## config.mk

```make
export PLATFORM = sky130hd
export DESIGN_NAME = bool_exec_unit
export DESIGN_NICKNAME = d
export VERILOG_FILES = /design/src/rtl/bool_exec_pkg.sv /design/src/rtl/bool_logic_unit.sv /design/src/rtl/bool_exec_ctrl.sv /design/src/rtl/bool_exec_path.sv /design/src/rtl/bool_exec_unit.sv
export SDC_FILE = /design/constraint.sdc
export NUM_CORES = 1
export LEC_CHECK = 0
export ABC_CLOCK_PERIOD_IN_PS = 1470
export BUFFER_PORTS_ARGS = -buffer_cell sky130_fd_sc_hd__buf_2
export CAP_MARGIN = 10
export CORE_MARGIN = 1.5
export CORE_UTILIZATION = 49
export CTS_CLUSTER_SIZE = 14
export DETAILED_ROUTE_END_ITERATION = 12
export HOLD_SLACK_MARGIN = 0.03
export PLACE_DENSITY = 0.78
export SYNTH_ARGS = -nofsm -noshare
export SYNTH_HDL_FRONTEND = slang
export SYNTH_SLANG_ARGS = --single-unit
```

## constraint.sdc

```tcl
create_clock -name clk -period 1.47 [get_ports clk]
set_clock_uncertainty 0.15 [all_clocks]
set_input_delay 0 -clock clk [delete_from_list [all_inputs] [get_ports clk]]
set_output_delay 0 -clock clk [all_outputs]
set_load 0.01 [all_outputs]
```

## src/rtl/bool_exec_pkg.sv

```systemverilog
// Shared types for the boolean execution unit.
// Assumes: none beyond SystemVerilog 2017 enums.
package bool_exec_pkg;

    // Operand source / result destination selector
    typedef enum logic [1:0] {
        MODE_NORMAL = 2'b00,
        MODE_IMMED  = 2'b01,
        MODE_MEMORY = 2'b10,
        MODE_BOTH   = 2'b11
    } bx_mode_e;

    // Sequencer phases, one clock each
    typedef enum logic [2:0] {
        ST_IDLE,
        ST_FETCH_AC,
        ST_FETCH_OP,
        ST_STORE_A,
        ST_STORE_B
    } bx_state_e;

    // Source chosen for the working register
    typedef enum logic [1:0] {
        AR_HOLD,
        AR_LOAD_MEM,
        AR_LOAD_FN
    } bx_ar_sel_e;

endpackage

```

## src/rtl/bool_logic_unit.sv

```systemverilog
// Bitwise sixteen-function combiner.
// Each result bit indexes the 4-bit function code with the inverted
// {operand, accumulator} bit pair, so the code itself is the truth table.
// Assumes: purely combinational use, no registers.
module bool_logic_unit #(
    parameter int WORD_W = 36
) (
    input  logic [3:0]        fcode_i,
    input  logic [WORD_W-1:0] acc_val_i,
    input  logic [WORD_W-1:0] opnd_val_i,
    output logic [WORD_W-1:0] result_o
);

    // One four-input lookup per bit position
    for (genvar g = 0; g < WORD_W; g++) begin : g_bit
        logic [1:0] sel;
        assign sel         = ~{opnd_val_i[g], acc_val_i[g]};
        assign result_o[g] = fcode_i[sel];
    end

endmodule

```

## src/rtl/bool_exec_ctrl.sv

```systemverilog
// Sequencer for one boolean instruction.
// Steps idle -> fetch accumulator -> fetch operand -> store, with a
// second store for the both-destinations mode, then pulses done.
// Assumes: mode_q_i is the mode latched on the accepting edge.
module bool_exec_ctrl
    import bool_exec_pkg::*;
(
    input  logic      clk,
    input  logic      rst_n,
    input  logic      start_i,
    input  bx_mode_e  mode_q_i,
    output bx_state_e state_o,
    output logic      accept_o,
    output logic      busy_o,
    output logic      done_o
);

    bx_state_e state_q, state_d;
    logic      done_q, done_d;

    // Start is taken only from idle
    assign accept_o = start_i && (state_q == ST_IDLE);

    // Next-phase selection
    always_comb begin
        state_d = state_q;
        unique case (state_q)
            ST_IDLE:     if (start_i) state_d = ST_FETCH_AC;
            ST_FETCH_AC: state_d = ST_FETCH_OP;
            ST_FETCH_OP: state_d = ST_STORE_A;
            ST_STORE_A:  state_d = (mode_q_i == MODE_BOTH) ? ST_STORE_B : ST_IDLE;
            ST_STORE_B:  state_d = ST_IDLE;
            default:     state_d = ST_IDLE;
        endcase
    end

    // Done follows the last store of the instruction
    always_comb begin
        done_d = ((state_q == ST_STORE_A) && (mode_q_i != MODE_BOTH))
               || (state_q == ST_STORE_B);
    end

    // Phase and done registers
    always_ff @(posedge clk) begin
        if (!rst_n) begin
            state_q <= ST_IDLE;
            done_q  <= 1'b0;
        end else begin
            state_q <= state_d;
            done_q  <= done_d;
        end
    end

    assign state_o = state_q;
    assign busy_o  = (state_q != ST_IDLE);
    assign done_o  = done_q;

endmodule

```

## src/rtl/bool_exec_path.sv

```systemverilog
// Data path of the boolean unit.
// Holds the latched instruction fields and the working register.
// Chooses the operand (memory data or zero-extended E) and drives the
// shared memory port in each phase.
// Assumes: memory read data is valid the cycle after a read strobe;
// WORD_W >= ADDR_W >= AC_W.
module bool_exec_path
    import bool_exec_pkg::*;
#(
    parameter int WORD_W = 36,
    parameter int ADDR_W = 18,
    parameter int AC_W   = 4
) (
    input  logic              clk,
    input  logic              rst_n,
    input  logic              accept_i,
    input  bx_state_e         state_i,
    input  logic [3:0]        func_i,
    input  logic [1:0]        mode_i,
    input  logic [AC_W-1:0]   acc_i,
    input  logic [ADDR_W-1:0] ea_i,
    output bx_mode_e          mode_q_o,
    output logic [ADDR_W-1:0] mem_addr_o,
    output logic              mem_rd_o,
    output logic              mem_we_o,
    output logic [WORD_W-1:0] mem_wdata_o,
    input  logic [WORD_W-1:0] mem_rdata_i
);

    localparam int IMM_PAD = WORD_W - ADDR_W;
    localparam int ACC_PAD = ADDR_W - AC_W;

    logic [3:0]        func_q;
    bx_mode_e          mode_q;
    logic [AC_W-1:0]   acc_q;
    logic [ADDR_W-1:0] ea_q;
    logic [WORD_W-1:0] ar_q;
    logic [WORD_W-1:0] opnd;
    logic [WORD_W-1:0] fn_out;
    logic [ADDR_W-1:0] acc_addr;
    bx_ar_sel_e        ar_sel;

    // Capture the decoded instruction on the accepting edge
    always_ff @(posedge clk) begin
        if (!rst_n) begin
            func_q <= '0;
            mode_q <= MODE_NORMAL;
            acc_q  <= '0;
            ea_q   <= '0;
        end else if (accept_i) begin
            func_q <= func_i;
            mode_q <= bx_mode_e'(mode_i);
            acc_q  <= acc_i;
            ea_q   <= ea_i;
        end
    end

    assign acc_addr = {{ACC_PAD{1'b0}}, acc_q};

    // Operand: immediate word or memory data returned this cycle
    always_comb begin
        opnd = (mode_q == MODE_IMMED) ? {{IMM_PAD{1'b0}}, ea_q} : mem_rdata_i;
    end

    bool_logic_unit #(.WORD_W(WORD_W)) i_logic (
        .fcode_i    (func_q),
        .acc_val_i  (ar_q),
        .opnd_val_i (opnd),
        .result_o   (fn_out)
    );

    // Working register source per phase
    always_comb begin
        unique case (state_i)
            ST_FETCH_OP: ar_sel = AR_LOAD_MEM;
            ST_STORE_A:  ar_sel = AR_LOAD_FN;
            default:     ar_sel = AR_HOLD;
        endcase
    end

    // Working register: accumulator value, then result
    always_ff @(posedge clk) begin
        if (!rst_n) begin
            ar_q <= '0;
        end else begin
            unique case (ar_sel)
                AR_LOAD_MEM: ar_q <= mem_rdata_i;
                AR_LOAD_FN:  ar_q <= fn_out;
                default:     ar_q <= ar_q;
            endcase
        end
    end

    // Memory port drive per phase
    always_comb begin
        mem_addr_o  = '0;
        mem_rd_o    = 1'b0;
        mem_we_o    = 1'b0;
        mem_wdata_o = '0;
        unique case (state_i)
            ST_FETCH_AC: begin
                mem_addr_o = acc_addr;
                mem_rd_o   = 1'b1;
            end
            ST_FETCH_OP: begin
                mem_addr_o = ea_q;
                mem_rd_o   = (mode_q != MODE_IMMED);
            end
            ST_STORE_A: begin
                mem_addr_o  = (mode_q == MODE_MEMORY) ? ea_q : acc_addr;
                mem_we_o    = 1'b1;
                mem_wdata_o = fn_out;
            end
            ST_STORE_B: begin
                mem_addr_o  = ea_q;
                mem_we_o    = 1'b1;
                mem_wdata_o = ar_q;
            end
            default: ;
        endcase
    end

    assign mode_q_o = mode_q;

endmodule

```

## src/rtl/bool_exec_unit.sv

```systemverilog
// Top of the boolean instruction execution unit.
// Joins the sequencer and the data path around one shared memory port.
// Assumes: accumulators occupy the lowest 2**AC_W memory words.
module bool_exec_unit
    import bool_exec_pkg::*;
#(
    parameter int WORD_W = 36,
    parameter int ADDR_W = 18,
    parameter int AC_W   = 4
) (
    input  logic              clk,
    input  logic              rst_n,
    input  logic              start_i,
    input  logic [3:0]        func_i,
    input  logic [1:0]        mode_i,
    input  logic [AC_W-1:0]   acc_i,
    input  logic [ADDR_W-1:0] ea_i,
    output logic              busy_o,
    output logic              done_o,
    output logic [ADDR_W-1:0] mem_addr_o,
    output logic              mem_rd_o,
    output logic              mem_we_o,
    output logic [WORD_W-1:0] mem_wdata_o,
    input  logic [WORD_W-1:0] mem_rdata_i
);

    bx_state_e state;
    bx_mode_e  mode_q;
    logic      accept;

    bool_exec_ctrl i_ctrl (
        .clk      (clk),
        .rst_n    (rst_n),
        .start_i  (start_i),
        .mode_q_i (mode_q),
        .state_o  (state),
        .accept_o (accept),
        .busy_o   (busy_o),
        .done_o   (done_o)
    );

    bool_exec_path #(
        .WORD_W (WORD_W),
        .ADDR_W (ADDR_W),
        .AC_W   (AC_W)
    ) i_path (
        .clk         (clk),
        .rst_n       (rst_n),
        .accept_i    (accept),
        .state_i     (state),
        .func_i      (func_i),
        .mode_i      (mode_i),
        .acc_i       (acc_i),
        .ea_i        (ea_i),
        .mode_q_o    (mode_q),
        .mem_addr_o  (mem_addr_o),
        .mem_rd_o    (mem_rd_o),
        .mem_we_o    (mem_we_o),
        .mem_wdata_o (mem_wdata_o),
        .mem_rdata_i (mem_rdata_i)
    );

endmodule

```

==> results.ini, run 1 <==
[setup_path]
end_kind = output port
setup.worst_path.start_class = register
rr_worst_depth = 7
worstPathArrival_ns = 2.21
critPathMaxFanout = 19
cp_data_required_time_ns = 1.32
ff2ff_setup_slack_ns = -0.69
worst-setup-path-type = reg2out

[finish]
antenna-diode-count = 0
multi_input_area_um2 = 3830
drive_above_1_share_pct = 44.2
syn_to_final_growth_pct = 73.5
fin_util_pct = 88.5
final_cells = 994
register_area_um2 = 1380
nNetsFinal = 927
fill_cells = 325

[clocking]
clk_pin_slew_ns = 0.08
cts-root-buf = clkbuf_8
clock_latency_ns = 0.39
cts-root-to-sink-buffers = 2
clock-sinks = 68
ctsHoldBuffers = 66
cts-htree-levels = 3
tritoncts = done
cts-buffers-inserted = 9

[outcome]
violations = negative setup slack
outcome = finished with violations

[synthesis]
ys_warn_count = 0
yosys.area.top_type = dfxtp_1
yosysTopAreaCellShare_pct = 28.6
synth_most_common_cell = nand2_1
ys_types = 35
synth_edf_count = 0
postSynthAreaPerCell_um2 = 7.72
synthArstFlopShare_pct = 0
synth_common_cells = 129 x nand2_1, 90 x mux2i_1, 68 x dfxtp_1, 38 x nand3_1
syn-num-nets = 684
syn_area_um2 = 4760
syn_inst = 617
synth-seq-cells = 68
synth_area_leaders = dfxtp_1 29%, mux2i_1 19%, nand2_1 10%, a31oi_1 4.7%, nand3_1 4.0%
ys_seq_area_share_pct = 28.6
synth_flop_cell = dfxtp_1

[floorplanning]
start_util_pct = 51.0
rows = 35
core_um2 = 9330
die_h_um = 102
fp.dieArea_um2 = 10300
ioPinCount = 125
die_w_um = 102

[sta]
tightest_slew_ns = 0.568
period_minus_slack_ns = 2.36
fin_crit_sh_pct = 160
fin_ws_ns = -0.889
rsz0062_at_grt = true
drv_slew = 0
fmax_mhz = 424
slew_headroom_pct = 61.0
setup_viol = 123
hold_viol = 0

[power]
ir_drop_uv = 628
power.leakage_nw = 3.59
p_per_area_nw_per_um2 = 804

[global_route]
grt_max_degree = 69
overflow = 0
grt_usage_pct = 39.0
grt_pass1_wl_um = 31000
grt_pass1_vias = 6268
antenna_found_initial = 1

[placed_design]
place_hpwl_um = 10100
place_inst = 851
gp_congestion = 0.826
port_buffers = 124

[routing]
vias = 7011
ant_nets = 0
vias_per_cell = 7.05
firstDrtPassIters = 7
drt-initial-drc-count = 1034
wirelength_um = 26800
drcViolationCount = 0
wire_per_inst_um = 27.0

[hold_path]
hold_depth = 4
hold_class = in2reg

[flow_run]
cap_violations = 0

-- cell type report --
| type | count | share of cell area, % |
|---|---|---|
| repair buffers | 293 | 32.4 |
| inverters | 3 | 0.136 |
| clock inverters | 5 | 0.742 |
| flip-flops and latches | 68 | 16.6 |
| clock buffers | 11 | 1.71 |
| well taps | 129 | 1.95 |
| multi-input cells | 485 | 46.4 |
-- stage by stage --
stage	power [mW]	TNS (ns)	area [um2]	setup slack (ns)	hold WS, ns
3_3_place_gp	3.63	-5.02	5720	-0.145	0.0885
2_1_floorplan	3.16	-0.933	4760	-0.0799	-0.0152
3_5_place_dp	3.71	-11.15	5720	-0.211	0.0965
5_1_grt	6.76	-49.44	8260	-0.984	0.0102
6_report	6.64	-46.00	8260	-0.889	0.00765
4_1_cts	5.89	-28.33	7370	-0.498	0.0157
-- layer usage --
| layer | up-vias | track usage [%] | part of all wire (%) |
|---|---|---|---|
| met2 | 810 | 67.0 | 43 |
| met5 | - | 0 | 0.048 |
| met1 | 3173 | 43.8 | 32 |
| met3 | 325 | 9.04 | 14 |
| li1 | 2701 | - | - |
| met4 | 2 | 23.3 | 11 |
-- cells in the final DEF (no fill, tap or decap), types with 15 or more instances in the layout --
cell type and n:
nor2_1 19, a32o_1 17, buf_2 121, o21ai_0 24
mux2i_1 67, a31oi_1 30, nand2_2 19, nand2_4 31
mux2i_2 17, dlygate4sd3_1 66, dfxtp_1 63, nor2b_1 18
and2_1 15, a221o_1 18, buf_4 45, buf_6 27
buf_12 19, nand2_1 78, nand3_1 38, a21boi_2 21
-- worst paths after layout --
kind | start | endpoint
hold reg to reg | i_path.acc_q[2]$_SDFFE_PN0P_ | i_path.acc_q[2]$_SDFFE_PN0P_
hold / removal | mem_rdata_i[24] | i_path.ar_q[24]$_SDFFE_PN0P_
setup reg to reg | i_ctrl.state_o[1]$_SDFFE_PN0P_ | i_path.ar_q[0]$_SDFFE_PN0P_
setup / recovery | i_path.func_q[2]$_SDFFE_PN0P_ | mem_wdata_o[11]
-- critical path, cell delays in order, from the launching register on --
cell	delay [ns]
dfxtp_1	0.34
buf_12	0.16
buf_12	0.16
mux2i_1	0.47
nor2_1	0.12
mux2i_1	0.25
nand2_1	0.14
buf_2	0.17
-- logic make-up (layout without fill, tap and decap cells) --
| family | Yosys count | after routing | synth area share, % |
|---|---|---|---|
| multiplexers | 90 | 90 | 18.9 |
| buffers and inverters | 64 | 312 | 6.96 |
| AO/OA/AOI/OAI | 147 | 147 | 22.2 |
| XOR/XNOR | 1 | 1 | 0.184 |
| AND/OR/NAND/NOR | 247 | 247 | 23.1 |
| flip-flops | 68 | 68 | 28.6 |
-- flip-flops by register name, summed over array words and instances (netlist names) --
register	count
i_ctrl.done_o	1
i_ctrl.state_o	3
i_path.acc_q	4
i_path.ar_q	36
i_path.ea_q	18
i_path.func_q	4
i_path.mode_q_o	2
-- what timing repair did --
action                                  CTS  global route
setup buffers                            31            23
pin swaps                                31            64
cloned                                   10             7
endpoints found under the setup margin  121           123
resized for setup                       108           174
hold endpoints to repair                 68             1
-- power by group --
part / internal, mW / switching (mW)
Combinational: 1.26 / 1.35
Sequential: 2.02 / 0.302
Clock: 0.834 / 0.877
Power figures use the tool's default switching activity.
==> run 2: changes to the inputs <==
BUFFER_PORTS_ARGS = not set   (was -buffer_cell sky130_fd_sc_hd__buf_2)
CORE_UTILIZATION = 55   (was 49)
DONT_BUFFER_PORTS = 1   (was not set)
GPL_TIMING_DRIVEN = 0   (was not set)
PLACE_DENSITY = 0.73   (was 0.78)
==> results.ini, run 2 (synthesized netlist as in run 1, its figures left out) <==
[finish]
top_regs = i_path.ar_q x36, i_path.ea_q x18
layout_common_cells = 108 x nand2_1, 69 x mux2i_1, 66 x dlygate4sd3_1
fill_cells = 437
syn_to_final_growth_pct = 46.4
max_flop_register = i_path.ar_q
antenna-diode-count = 0
final_common_cell = nand2_1
final_cells = 853
final_cell_area_um2 = 6970
largest_reg_flops = 36
nNetsFinal = 810
drive_above_1_share_pct = 29.3

[flow_run]
cap_violations = 0

[sta]
whs_ns = 0.0172
tightest_slew_ns = 0.562
slew_headroom_pct = 62.5
fmax_mhz = 475
fin_ws_ns = -0.635
rsz0062_at_grt = true
fin_crit_sh_pct = 143
period_minus_slack_ns = 2.10
setup_viol = 120
drv_slew = 0
hold_viol = 0
finalSetupTns_ns = -36.64

[floorplanning]
fp.dieArea_um2 = 9220
ioPinCount = 125
die_h_um = 96.0
rows = 33
start_util_pct = 57.4
core_um2 = 8300
die_w_um = 96.0

[setup_path]
worst-setup-path-type = reg2out
worstPathArrival_ns = 1.95
setup.worst_path.start_class = register
end_kind = output port
critPathMaxFanout = 6
cp_data_required_time_ns = 1.32

[outcome]
outcome = finished with violations
violations = negative setup slack

[routing]
wirelength_um = 19700
vias_per_cell = 6.71
drcViolationCount = 0
ant_nets = 0
vias = 5726
wire_per_inst_um = 23.1
firstDrtPassIters = 8
drt-initial-drc-count = 591

[clocking]
cts-root-buf = clkbuf_8
clock_latency_ns = 0.37
clock-sinks = 68
cts-root-to-sink-buffers = 2
tritoncts = done
cts-buffers-inserted = 9
cts-htree-levels = 3
clk_pin_slew_ns = 0.08

[placed_design]
place_inst = 722
dpl_cell_area_um2 = 4890
gp_congestion = 0.851
place_hpwl_um = 10100
port_buffers = 0

[global_route]
grt_usage_pct = 36.6
overflow = 0
grt_pass1_vias = 5328
antenna_found_initial = 0
grt_max_degree = 12
grt_pass1_wl_um = 26000

[power]
power_mw = 6.09
p_per_area_nw_per_um2 = 873
ir_drop_uv = 592
power.leakage_nw = 2.87

[hold_path]
hold_class = in2reg

-- run 2: changes by cell type in the layout (fill, tap and decap cells not counted), sizes merged --
cell,before,now
buf,220,88
clkbuf,16,34
bufbuf,2,0
clkinvlp,3,1
bufinv,1,2
-- run 2: critical path: stages, from the launching register on --
cell      delay [ns]
dfxtp_4         0.35
nand2b_4        0.23
buf_4           0.20
mux2i_2         0.28
mux2i_1         0.35
nand2_1         0.18
-- run 2: final timing paths --
path | from | end | slack [ns] | depth (start not counted)
worst max-delay path | i_path.mode_q_o[1]$_SDFFE_PN0P_ | mem_wdata_o[4] | -0.63 | 5
worst min-delay path | mem_rdata_i[6] | i_path.ar_q[6]$_SDFFE_PN0P_ | 0.02 | 4
worst max register to register | i_path.mode_q_o[1]$_SDFFE_PN0P_ | i_path.ar_q[5]$_SDFFE_PN0P_ | -0.53 | 7
worst min register to register | i_path.acc_q[2]$_SDFFE_PN0P_ | i_path.acc_q[2]$_SDFFE_PN0P_ | 0.35 | 2
-- run 2: layout make-up --
| cell class | instances | area (um2) | share of cell area [%] |
|---|---|---|---|
| Buffer | 56 | 463 | 6.64 |
| Clock buffer | 12 | 145 | 2.08 |
| Clock inverter | 4 | 72.6 | 1.04 |
| Inverter | 3 | 13.8 | 0.197 |
| Multi-Input combinational cell | 485 | 3560 | 51.1 |
| Sequential cell | 68 | 1380 | 19.8 |
| Tap cell | 105 | 131 | 1.88 |
| Timing Repair Buffer | 120 | 1200 | 17.3 |
-- run 2: power by group --
| group | total [mW] | switching, mW | internal (mW) | leakage (nW) |
|---|---|---|---|---|
| logic | 1.97 | 1.02 | 0.948 | 2.20 |
| clock network | 1.84 | 0.838 | 1.00 | 0.107 |
| registers | 2.28 | 0.256 | 2.02 | 0.562 |
| total | 6.09 | 2.12 | 3.97 | 2.87 |
-- run 2: what timing repair did --
item / in CTS / in global routing
hold buffers: 65 / 1
setup buffers: 35 / 18
gates cloned: 4 / 4
setup endpoints to repair: 122 / 121
resized for setup: 125 / 139
hold endpoints to repair: 68 / 1
pin swaps: 33 / 71
-- run 2: metrics by stage --
stage          worst slack (ns)  utilization (%)
6_report                 -0.635             84.0
5_1_grt                  -0.641             84.0
4_1_cts                  -0.520             76.9
3_5_place_dp             -0.412             59.0
3_3_place_gp             -0.323             59.0
2_1_floorplan           -0.0799                -
-- run 2: routing by layer --
metal	part of all wire, %	track usage, %	up-vias
met5	0	0	-
met4	3.0	14.5	0
met3	11	7.98	73
met2	49	63.0	461
met1	37	44.2	2729
li1	-	-	2463
